==> config.mk <==
export PLATFORM = sky130hd
export DESIGN_NAME = cla_fi_top
export DESIGN_NICKNAME = d
export VERILOG_FILES = /design/src/rtl/cla_fi_pkg.sv /design/src/rtl/cla_fi_site.sv /design/src/rtl/cla_fi_ctrl.sv /design/src/rtl/cla_fi_core.sv /design/src/rtl/cla_fi_top.sv
export SDC_FILE = /design/constraint.sdc
export NUM_CORES = 1
export LEC_CHECK = 0
export BUFFER_PORTS_ARGS = -buffer_cell sky130_fd_sc_hd__buf_2
export CAP_MARGIN = 20
export CELL_PAD_IN_SITES_DETAIL_PLACEMENT = 0
export CELL_PAD_IN_SITES_GLOBAL_PLACEMENT = 1
export CORE_ASPECT_RATIO = 0.9
export CORE_MARGIN = 5
export CORE_UTILIZATION = 49
export CTS_BUF_LIST = sky130_fd_sc_hd__clkbuf_4 sky130_fd_sc_hd__clkbuf_8
export DETAILED_ROUTE_END_ITERATION = 7
export GPL_ROUTABILITY_DRIVEN = 0
export PLACE_DENSITY = 0.83
export SLEW_MARGIN = 20
export SYNTH_ARGS = -nofsm -noshare
export SYNTH_HDL_FRONTEND = slang
export SYNTH_SLANG_ARGS = --single-unit
==> constraint.sdc <==
create_clock -name clk -period 3.48 [get_ports clk]
set_input_delay 0 -clock clk [delete_from_list [all_inputs] [get_ports clk]]
set_output_delay 0 -clock clk [all_outputs]
set_load 0.01 [all_outputs]
==> src/rtl/cla_fi_pkg.sv <==
package cla_fi_pkg;
  localparam int NUM_SITES = 15;
  localparam int SITE_AW   = $clog2(NUM_SITES + 1);
  localparam int GRP_BITS  = 4;

  typedef enum logic [1:0] {
    FM_NONE = 2'd0,
    FM_SA0  = 2'd1,
    FM_SA1  = 2'd2,
    FM_SWAP = 2'd3
  } fault_mode_e;

  // site indices; the order is part of the control interface
  localparam int S_CIN  = 0;
  localparam int S_P0   = 1;
  localparam int S_G0   = S_P0 + GRP_BITS;
  localparam int S_C1   = S_G0 + GRP_BITS;
  localparam int S_GP   = S_C1 + 3;
  localparam int S_GG   = S_GP + 1;
  localparam int S_TERM = S_GG + 1;
endpackage

==> src/rtl/cla_fi_site.sv <==
module cla_fi_site
  import cla_fi_pkg::*;
(
  input  logic        node_true,
  input  logic        node_swap,
  input  fault_mode_e mode,
  output logic        node_out
);
  logic stuck_lo, stuck_hi;

  // constants formed from the node itself, as a physical forced net would be
  assign stuck_lo = node_true & ~node_true;
  assign stuck_hi = node_true | ~node_true;

  always_comb begin
    case (mode)
      FM_SA0:  node_out = stuck_lo;
      FM_SA1:  node_out = stuck_hi;
      FM_SWAP: node_out = node_swap;
      default: node_out = node_true;
    endcase
  end
endmodule

==> src/rtl/cla_fi_ctrl.sv <==
module cla_fi_ctrl
  import cla_fi_pkg::*;
#(
  parameter int SITES = NUM_SITES,
  parameter int AW    = SITE_AW
) (
  input  logic                  clk,
  input  logic                  rst_n,
  input  logic                  cfg_wr,
  input  logic [AW-1:0]         cfg_site,
  input  logic [1:0]            cfg_mode,
  output logic [SITES-1:0][1:0] modes
);
  localparam logic [AW-1:0] LAST_SITE = AW'(SITES - 1);

  logic hit;
  assign hit = cfg_wr && (cfg_site <= LAST_SITE);

  always_ff @(posedge clk or negedge rst_n) begin
    if (!rst_n)   modes <= '0;
    else if (hit) modes[cfg_site] <= cfg_mode;
  end

  assert_write_lands_R7: assert property (@(posedge clk) disable iff (!rst_n)
    hit |=> modes[$past(cfg_site)] == $past(cfg_mode));

  assert_modes_hold_R7: assert property (@(posedge clk) disable iff (!rst_n)
    !cfg_wr |=> $stable(modes));

  assert_spare_ignored_R9: assert property (@(posedge clk) disable iff (!rst_n)
    (cfg_wr && cfg_site > LAST_SITE) |=> $stable(modes));
endmodule

==> src/rtl/cla_fi_core.sv <==
module cla_fi_core
  import cla_fi_pkg::*;
#(
  parameter int SITES = NUM_SITES
) (
  input  logic                  cin,
  input  logic [GRP_BITS-1:0]   gen,
  input  logic [GRP_BITS-1:0]   prop,
  input  logic [SITES-1:0][1:0] modes,
  output logic [2:0]            carry,
  output logic                  ggen,
  output logic                  gprop
);
  logic                cin_f, term_f;
  logic [GRP_BITS-1:0] p_f, g_f;
  logic [2:0]          c_or;
  logic                gg_or, gp_and, gp_or;

  cla_fi_site u_cin (
    .node_true(cin), .node_swap(~cin),
    .mode(fault_mode_e'(modes[S_CIN])), .node_out(cin_f)
  );

  for (genvar i = 0; i < GRP_BITS; i++) begin : g_in
    cla_fi_site u_p (
      .node_true(prop[i]), .node_swap(~prop[i]),
      .mode(fault_mode_e'(modes[S_P0+i])), .node_out(p_f[i])
    );
    cla_fi_site u_g (
      .node_true(gen[i]), .node_swap(~gen[i]),
      .mode(fault_mode_e'(modes[S_G0+i])), .node_out(g_f[i])
    );
  end

  cla_fi_site u_term (
    .node_true(p_f[1] & g_f[0]), .node_swap(p_f[1] | g_f[0]),
    .mode(fault_mode_e'(modes[S_TERM])), .node_out(term_f)
  );

  assign c_or[0] = g_f[0] | (p_f[0] & cin_f);
  assign c_or[1] = g_f[1] | term_f | (p_f[1] & p_f[0] & cin_f);
  assign c_or[2] = g_f[2] | (p_f[2] & g_f[1]) | (p_f[2] & p_f[1] & g_f[0])
                 | ((&p_f[2:0]) & cin_f);
  assign gg_or   = g_f[3] | (p_f[3] & g_f[2]) | ((&p_f[3:2]) & g_f[1])
                 | ((&p_f[3:1]) & g_f[0]);
  assign gp_and  = &p_f;
  assign gp_or   = |p_f;

  for (genvar k = 0; k < 3; k++) begin : g_carry
    cla_fi_site u_c (
      .node_true(c_or[k]), .node_swap(~c_or[k]),
      .mode(fault_mode_e'(modes[S_C1+k])), .node_out(carry[k])
    );
  end

  cla_fi_site u_gp (
    .node_true(gp_and), .node_swap(gp_or),
    .mode(fault_mode_e'(modes[S_GP])), .node_out(gprop)
  );
  cla_fi_site u_gg (
    .node_true(gg_or), .node_swap(~gg_or),
    .mode(fault_mode_e'(modes[S_GG])), .node_out(ggen)
  );
endmodule

==> src/rtl/cla_fi_top.sv <==
module cla_fi_top
  import cla_fi_pkg::*;
(
  input  logic               clk,
  input  logic               rst_n,
  input  logic               cfg_wr,
  input  logic [SITE_AW-1:0] cfg_site,
  input  logic [1:0]         cfg_mode,
  input  logic               carry_in,
  input  logic [3:0]         gen_in,
  input  logic [3:0]         prop_in,
  output logic [2:0]         carry_out,
  output logic               grp_gen,
  output logic               grp_prop
);
  logic [NUM_SITES-1:0][1:0] modes;

  cla_fi_ctrl #(.SITES(NUM_SITES), .AW(SITE_AW)) u_ctrl (
    .clk(clk), .rst_n(rst_n), .cfg_wr(cfg_wr), .cfg_site(cfg_site),
    .cfg_mode(cfg_mode), .modes(modes)
  );

  cla_fi_core #(.SITES(NUM_SITES)) u_core (
    .cin(carry_in), .gen(gen_in), .prop(prop_in), .modes(modes),
    .carry(carry_out), .ggen(grp_gen), .gprop(grp_prop)
  );

  logic clean;
  assign clean = (modes == '0);

  assert_clean_c1_R1: assert property (@(posedge clk) disable iff (!rst_n)
    clean |-> carry_out[0] == (gen_in[0] | (prop_in[0] & carry_in)));

  assert_clean_gp_R2: assert property (@(posedge clk) disable iff (!rst_n)
    clean |-> grp_prop == (prop_in == 4'hF));

  assert_c1_stuck_lo_R3: assert property (@(posedge clk) disable iff (!rst_n)
    (modes[S_C1] == FM_SA0) |-> !carry_out[0]);

  assert_gg_stuck_hi_R4: assert property (@(posedge clk) disable iff (!rst_n)
    (modes[S_GG] == FM_SA1) |-> grp_gen);

  assert_gp_swap_R5: assert property (@(posedge clk) disable iff (!rst_n)
    (modes[S_GP] == FM_SWAP && modes[S_P0+3:S_P0] == '0) |-> grp_prop == (prop_in != 4'h0));
endmodule

==> impl_metrics.prom <==
# TYPE chip_impl_metric gauge
chip_impl_metric{name="max-slew-margin-rel",unit="%"} 55.07
chip_impl_metric{name="cp_data_arrival_time",unit="ps"} 1860
chip_impl_metric{name="number_of_top_level_design_ports",unit=""} 23
chip_impl_metric{name="final_net_count",unit=""} 178
chip_impl_info{name="cp_cell_sequence",value="nor2_2, a2111oi_2, o22ai_1, a22oi_2, mux2i_1, buf_2"} 1
chip_impl_metric{name="die_h",unit="µm"} 62.03
chip_impl_metric{name="first_pass_iters",unit=""} 4
chip_impl_metric{name="avgViaCountPerCell",unit=""} 5.281
chip_impl_metric{name="cts.sinks",unit=""} 30
chip_impl_metric{name="antenna_found_initial",unit=""} 0
chip_impl_metric{name="power.density_cell_area",unit="mW/mm²"} 546.6
chip_impl_metric{name="clock-skew-final",unit="ps"} 0
chip_impl_metric{name="final_layout_size_suffix_gt1_share",unit="%"} 35.85
chip_impl_info{name="commonest_non_fill_non_tap_cells_in_the_layout",value="sky130_fd_sc_hd__dfrtp_1 (30), sky130_fd_sc_hd__mux2_2 (26), sky130_fd_sc_hd__buf_2 (22), sky130_fd_sc_hd__nor2_1 (21), sky130_fd_sc_hd__a21oi_1 (9)"} 1
chip_impl_metric{name="drt-wirelength-per-cell",unit="µm"} 15.39
chip_impl_metric{name="netlist_instances",unit=""} 135
chip_impl_metric{name="period_needed",unit="ps"} 1859
chip_impl_metric{name="yosys_register_bits",unit=""} 30
chip_impl_metric{name="post_cts_resize_count",unit=""} 0
chip_impl_metric{name="cap_viol_max_count",unit=""} 0
chip_impl_metric{name="grt_pass1_wl",unit="mm"} 5.223
chip_impl_metric{name="fmax",unit="MHz"} 537.9
chip_impl_metric{name="slowest_delay",unit="ps"} 440
chip_impl_info{name="worstSetupStartpoint",value="u_ctrl.modes[3]"} 1
chip_impl_metric{name="syn-cell-area",unit="mm²"} 0.001474
chip_impl_metric{name="stdcell_count",unit=""} 199
chip_impl_info{name="ctsRootBufferMaster",value="sky130_fd_sc_hd__clkbuf_4"} 1
chip_impl_metric{name="clock_insertion_delay_at_the_later_pin_of_the_skew_report",unit="ps"} 320
chip_impl_metric{name="cts_setup_buffers",unit=""} 0
chip_impl_metric{name="clock_tree.htree_level_count",unit=""} 2
chip_impl_metric{name="seq_area_frac_synth",unit="%"} 50.93
chip_impl_metric{name="postSynthNetCount",unit=""} 153
chip_impl_metric{name="max_slew.worst_pin.slew",unit="ps"} 674.0
chip_impl_metric{name="max-clock-path-buffers",unit=""} 2
chip_impl_metric{name="placement.io_buffers",unit=""} 22
chip_impl_metric{name="p_leak",unit="nW"} 0.7487
chip_impl_metric{name="dr_drc_count",unit=""} 0
chip_impl_info{name="critPathSlowestCell",value="sky130_fd_sc_hd__a2111oi_2"} 1
chip_impl_metric{name="clkTransAtPathRegs",unit="ps"} 90
chip_impl_info{name="worst_setup_path_end",value="carry_out[1]"} 1
chip_impl_metric{name="routed-via-count",unit=""} 1051
chip_impl_info{name="unrepaired_setup_endpoints_after_global_routing",value="false"} 1
chip_impl_metric{name="timing.final.ws_setup",unit="ps"} 1621
chip_impl_info{name="largest-register",value="u_ctrl.modes"} 1
chip_impl_metric{name="final-max-slew-violation-count",unit=""} 0
chip_impl_metric{name="fp-row-count",unit=""} 18
chip_impl_info{name="reg_top3",value="u_ctrl.modes x30"} 1
chip_impl_metric{name="dpl.cell_count",unit=""} 192
chip_impl_metric{name="timing.setup.tns",unit="ps"} 0
chip_impl_metric{name="detail-route-antenna-nets",unit=""} 0
chip_impl_metric{name="antenna_cells_inserted",unit=""} 0
chip_impl_metric{name="timing.critical_path.required",unit="ps"} 3480
chip_impl_metric{name="standard_cell_core_area",unit="mm²"} 0.002815
chip_impl_metric{name="grtUsageTotal",unit="%"} 17.53
chip_impl_metric{name="wirelength",unit="mm"} 3.063
chip_impl_metric{name="crit_cells",unit=""} 6
chip_impl_metric{name="detailed_place.area",unit="mm²"} 0.001604
chip_impl_info{name="crit-reg2reg-capture",value="u_ctrl.modes[2]"} 1
chip_impl_info{name="tritoncts_clock_tree",value="yes"} 1
chip_impl_metric{name="r2r_setup_slack",unit="ps"} 2690
chip_impl_metric{name="report.final.setup_viol",unit=""} 0
chip_impl_metric{name="syn_area_per_cell",unit="µm²"} 10.92
chip_impl_metric{name="number_of_fill_cells_in_the_layout",unit=""} 251
chip_impl_metric{name="die-width",unit="µm"} 67.81
chip_impl_metric{name="design_area",unit="mm²"} 0.001665
chip_impl_metric{name="pin_count_of_the_biggest_net_entering_global_routing",unit=""} 31
chip_impl_metric{name="starting_density",unit="%"} 52.36
chip_impl_metric{name="first_iter_violations",unit=""} 25
chip_impl_info{name="timing_worst_setup_path_type",value="reg -> out"} 1
chip_impl_metric{name="critical_path.max_fanout",unit=""} 3
chip_impl_metric{name="hold_viol",unit=""} 0
chip_impl_metric{name="largest_register_ff_count",unit=""} 30
chip_impl_metric{name="cp_num_buf_inv",unit=""} 1
chip_impl_metric{name="globalRoute.totalOverflow",unit=""} 0
chip_impl_metric{name="ys.warnings.count",unit=""} 0
chip_impl_info{name="result_of_the_run",value="completed"} 1
chip_impl_metric{name="pre_cts_ws",unit="ps"} 1946
chip_impl_info{name="layout.cells.most_common",value="sky130_fd_sc_hd__dfrtp_1"} 1
chip_impl_metric{name="first_global_vias",unit=""} 1151
chip_impl_metric{name="cts_inserted_buffers",unit=""} 5
chip_impl_metric{name="r2r.worst_path.cells",unit=""} 1
chip_impl_metric{name="detailedPlacementHpwl",unit="mm"} 2.327
chip_impl_metric{name="floorplan.die_area",unit="mm²"} 0.004206
chip_impl_info{name="worst_setup_path_end_kind",value="output port"} 1
chip_impl_metric{name="post_cts_hold_buffer_count",unit=""} 1
chip_impl_metric{name="vdd_ir_drop_max",unit="mV"} 0.3038
chip_impl_info{name="regToRegStartpoint",value="u_ctrl.modes[2]"} 1
chip_impl_metric{name="yosys.cell_types.count",unit=""} 26
chip_impl_info{name="timing.critical_path.from_type",value="flip-flop"} 1
chip_impl_info{name="holdCritPathClass",value="in -> reg"} 1
chip_impl_metric{name="syn2layout_area_growth",unit="%"} 12.99
chip_impl_metric{name="finalCritPeriodShare",unit="%"} 53.42
chip_impl_info{name="critPathTopFamily",value="compound AO/OA/AOI/OAI gates"} 1
[layout make-up]
cell class              count  area, µm²  area share [%]
clock buffers               6      51.30           3.080
inverters                   5      18.77           1.127
multi-input cells          95      674.4           40.50
flip-flops and latches     30      750.7           45.08
well taps                  40      50.05           3.005
repair buffers             23      120.1           7.213
[per-layer routing]
metal  vias up  part of all wire, %  wire length (µm)  track usage [%]
li1        518                    -                 -                -
met1       505                   48              1457            22.12
met2        20                   47              1433            28.43
met3         8                  4.0               121            5.935
met4         0                  1.6                50            6.232
met5         -                    0                 0                0
[where the power goes]
| part | total, mW | internal, mW | switching, mW |
|---|---|---|---|
| Clock | 0.205 | 0.0909 | 0.114 |
| Sequential | 0.470 | 0.429 | 0.0406 |
| Combinational | 0.235 | 0.120 | 0.116 |
[kinds of logic after synthesis]
group,Yosys count,share of synthesized area [%]
simple gates,43,13.67
mux,30,22.58
flops,30,50.93
compound gates,22,9.507
buf+inv,10,3.311
[how the worst min path moves through the flow]
stage	from	end	slack, ps	depth (start not counted)
after global placement	rst_n	u_ctrl.modes[5]	60	1
after global routing	cfg_mode[1]	u_ctrl.modes[21]	60	3
final	cfg_mode[1]	u_ctrl.modes[21]	70	3
after CTS	cfg_mode[1]	u_ctrl.modes[21]	50	3
after floorplan	rst_n	u_ctrl.modes[0]	-300	0
after detailed placement	rst_n	u_ctrl.modes[5]	80	1
[worst min-delay path: stages]
cell and delay (ps):
sky130_fd_sc_hd__buf_2 190, sky130_fd_sc_hd__nand2_1 80, sky130_fd_sc_hd__o21ai_0 70
[synth_stat cells (all sizes together)]
cell type / number / area, µm²
nand3: 1 / 5.000
nor3b: 1 / 7.510
clkbuf: 2 / 7.510
inv: 5 / 18.77
nand3b: 2 / 15.01
nand2: 7 / 26.28
dfrtp: 30 / 750.7
a21o: 1 / 7.510
a221oi: 1 / 8.760
mux2i: 4 / 40.04
nand2b: 5 / 31.28
a21oi: 9 / 45.04
nor2b: 1 / 6.260
or3: 2 / 12.51
buf: 3 / 22.52
a31oi: 1 / 6.260
and2: 2 / 12.51
o22ai: 1 / 6.260
o41ai: 1 / 8.760
mux2: 26 / 292.8
a22oi: 1 / 12.51
o21ai: 6 / 30.02
a2111oi: 1 / 15.01
nor2: 22 / 85.09
[per-stage QoR]
| stage | util, % | hold WS (ps) | power (mW) |
|---|---|---|---|
| 2_1_floorplan | - | -295.6 | 0.6505 |
| 3_3_place_gp | 56.98 | 61.48 | 0.7015 |
| 3_5_place_dp | 56.98 | 77.71 | 0.7157 |
| 4_1_cts | 59.16 | 49.09 | 0.9202 |
| 5_1_grt | 59.16 | 57.48 | 0.9741 |
| 6_report | 59.16 | 65.91 | 0.9102 |
Power figures use the tool's default switching activity.
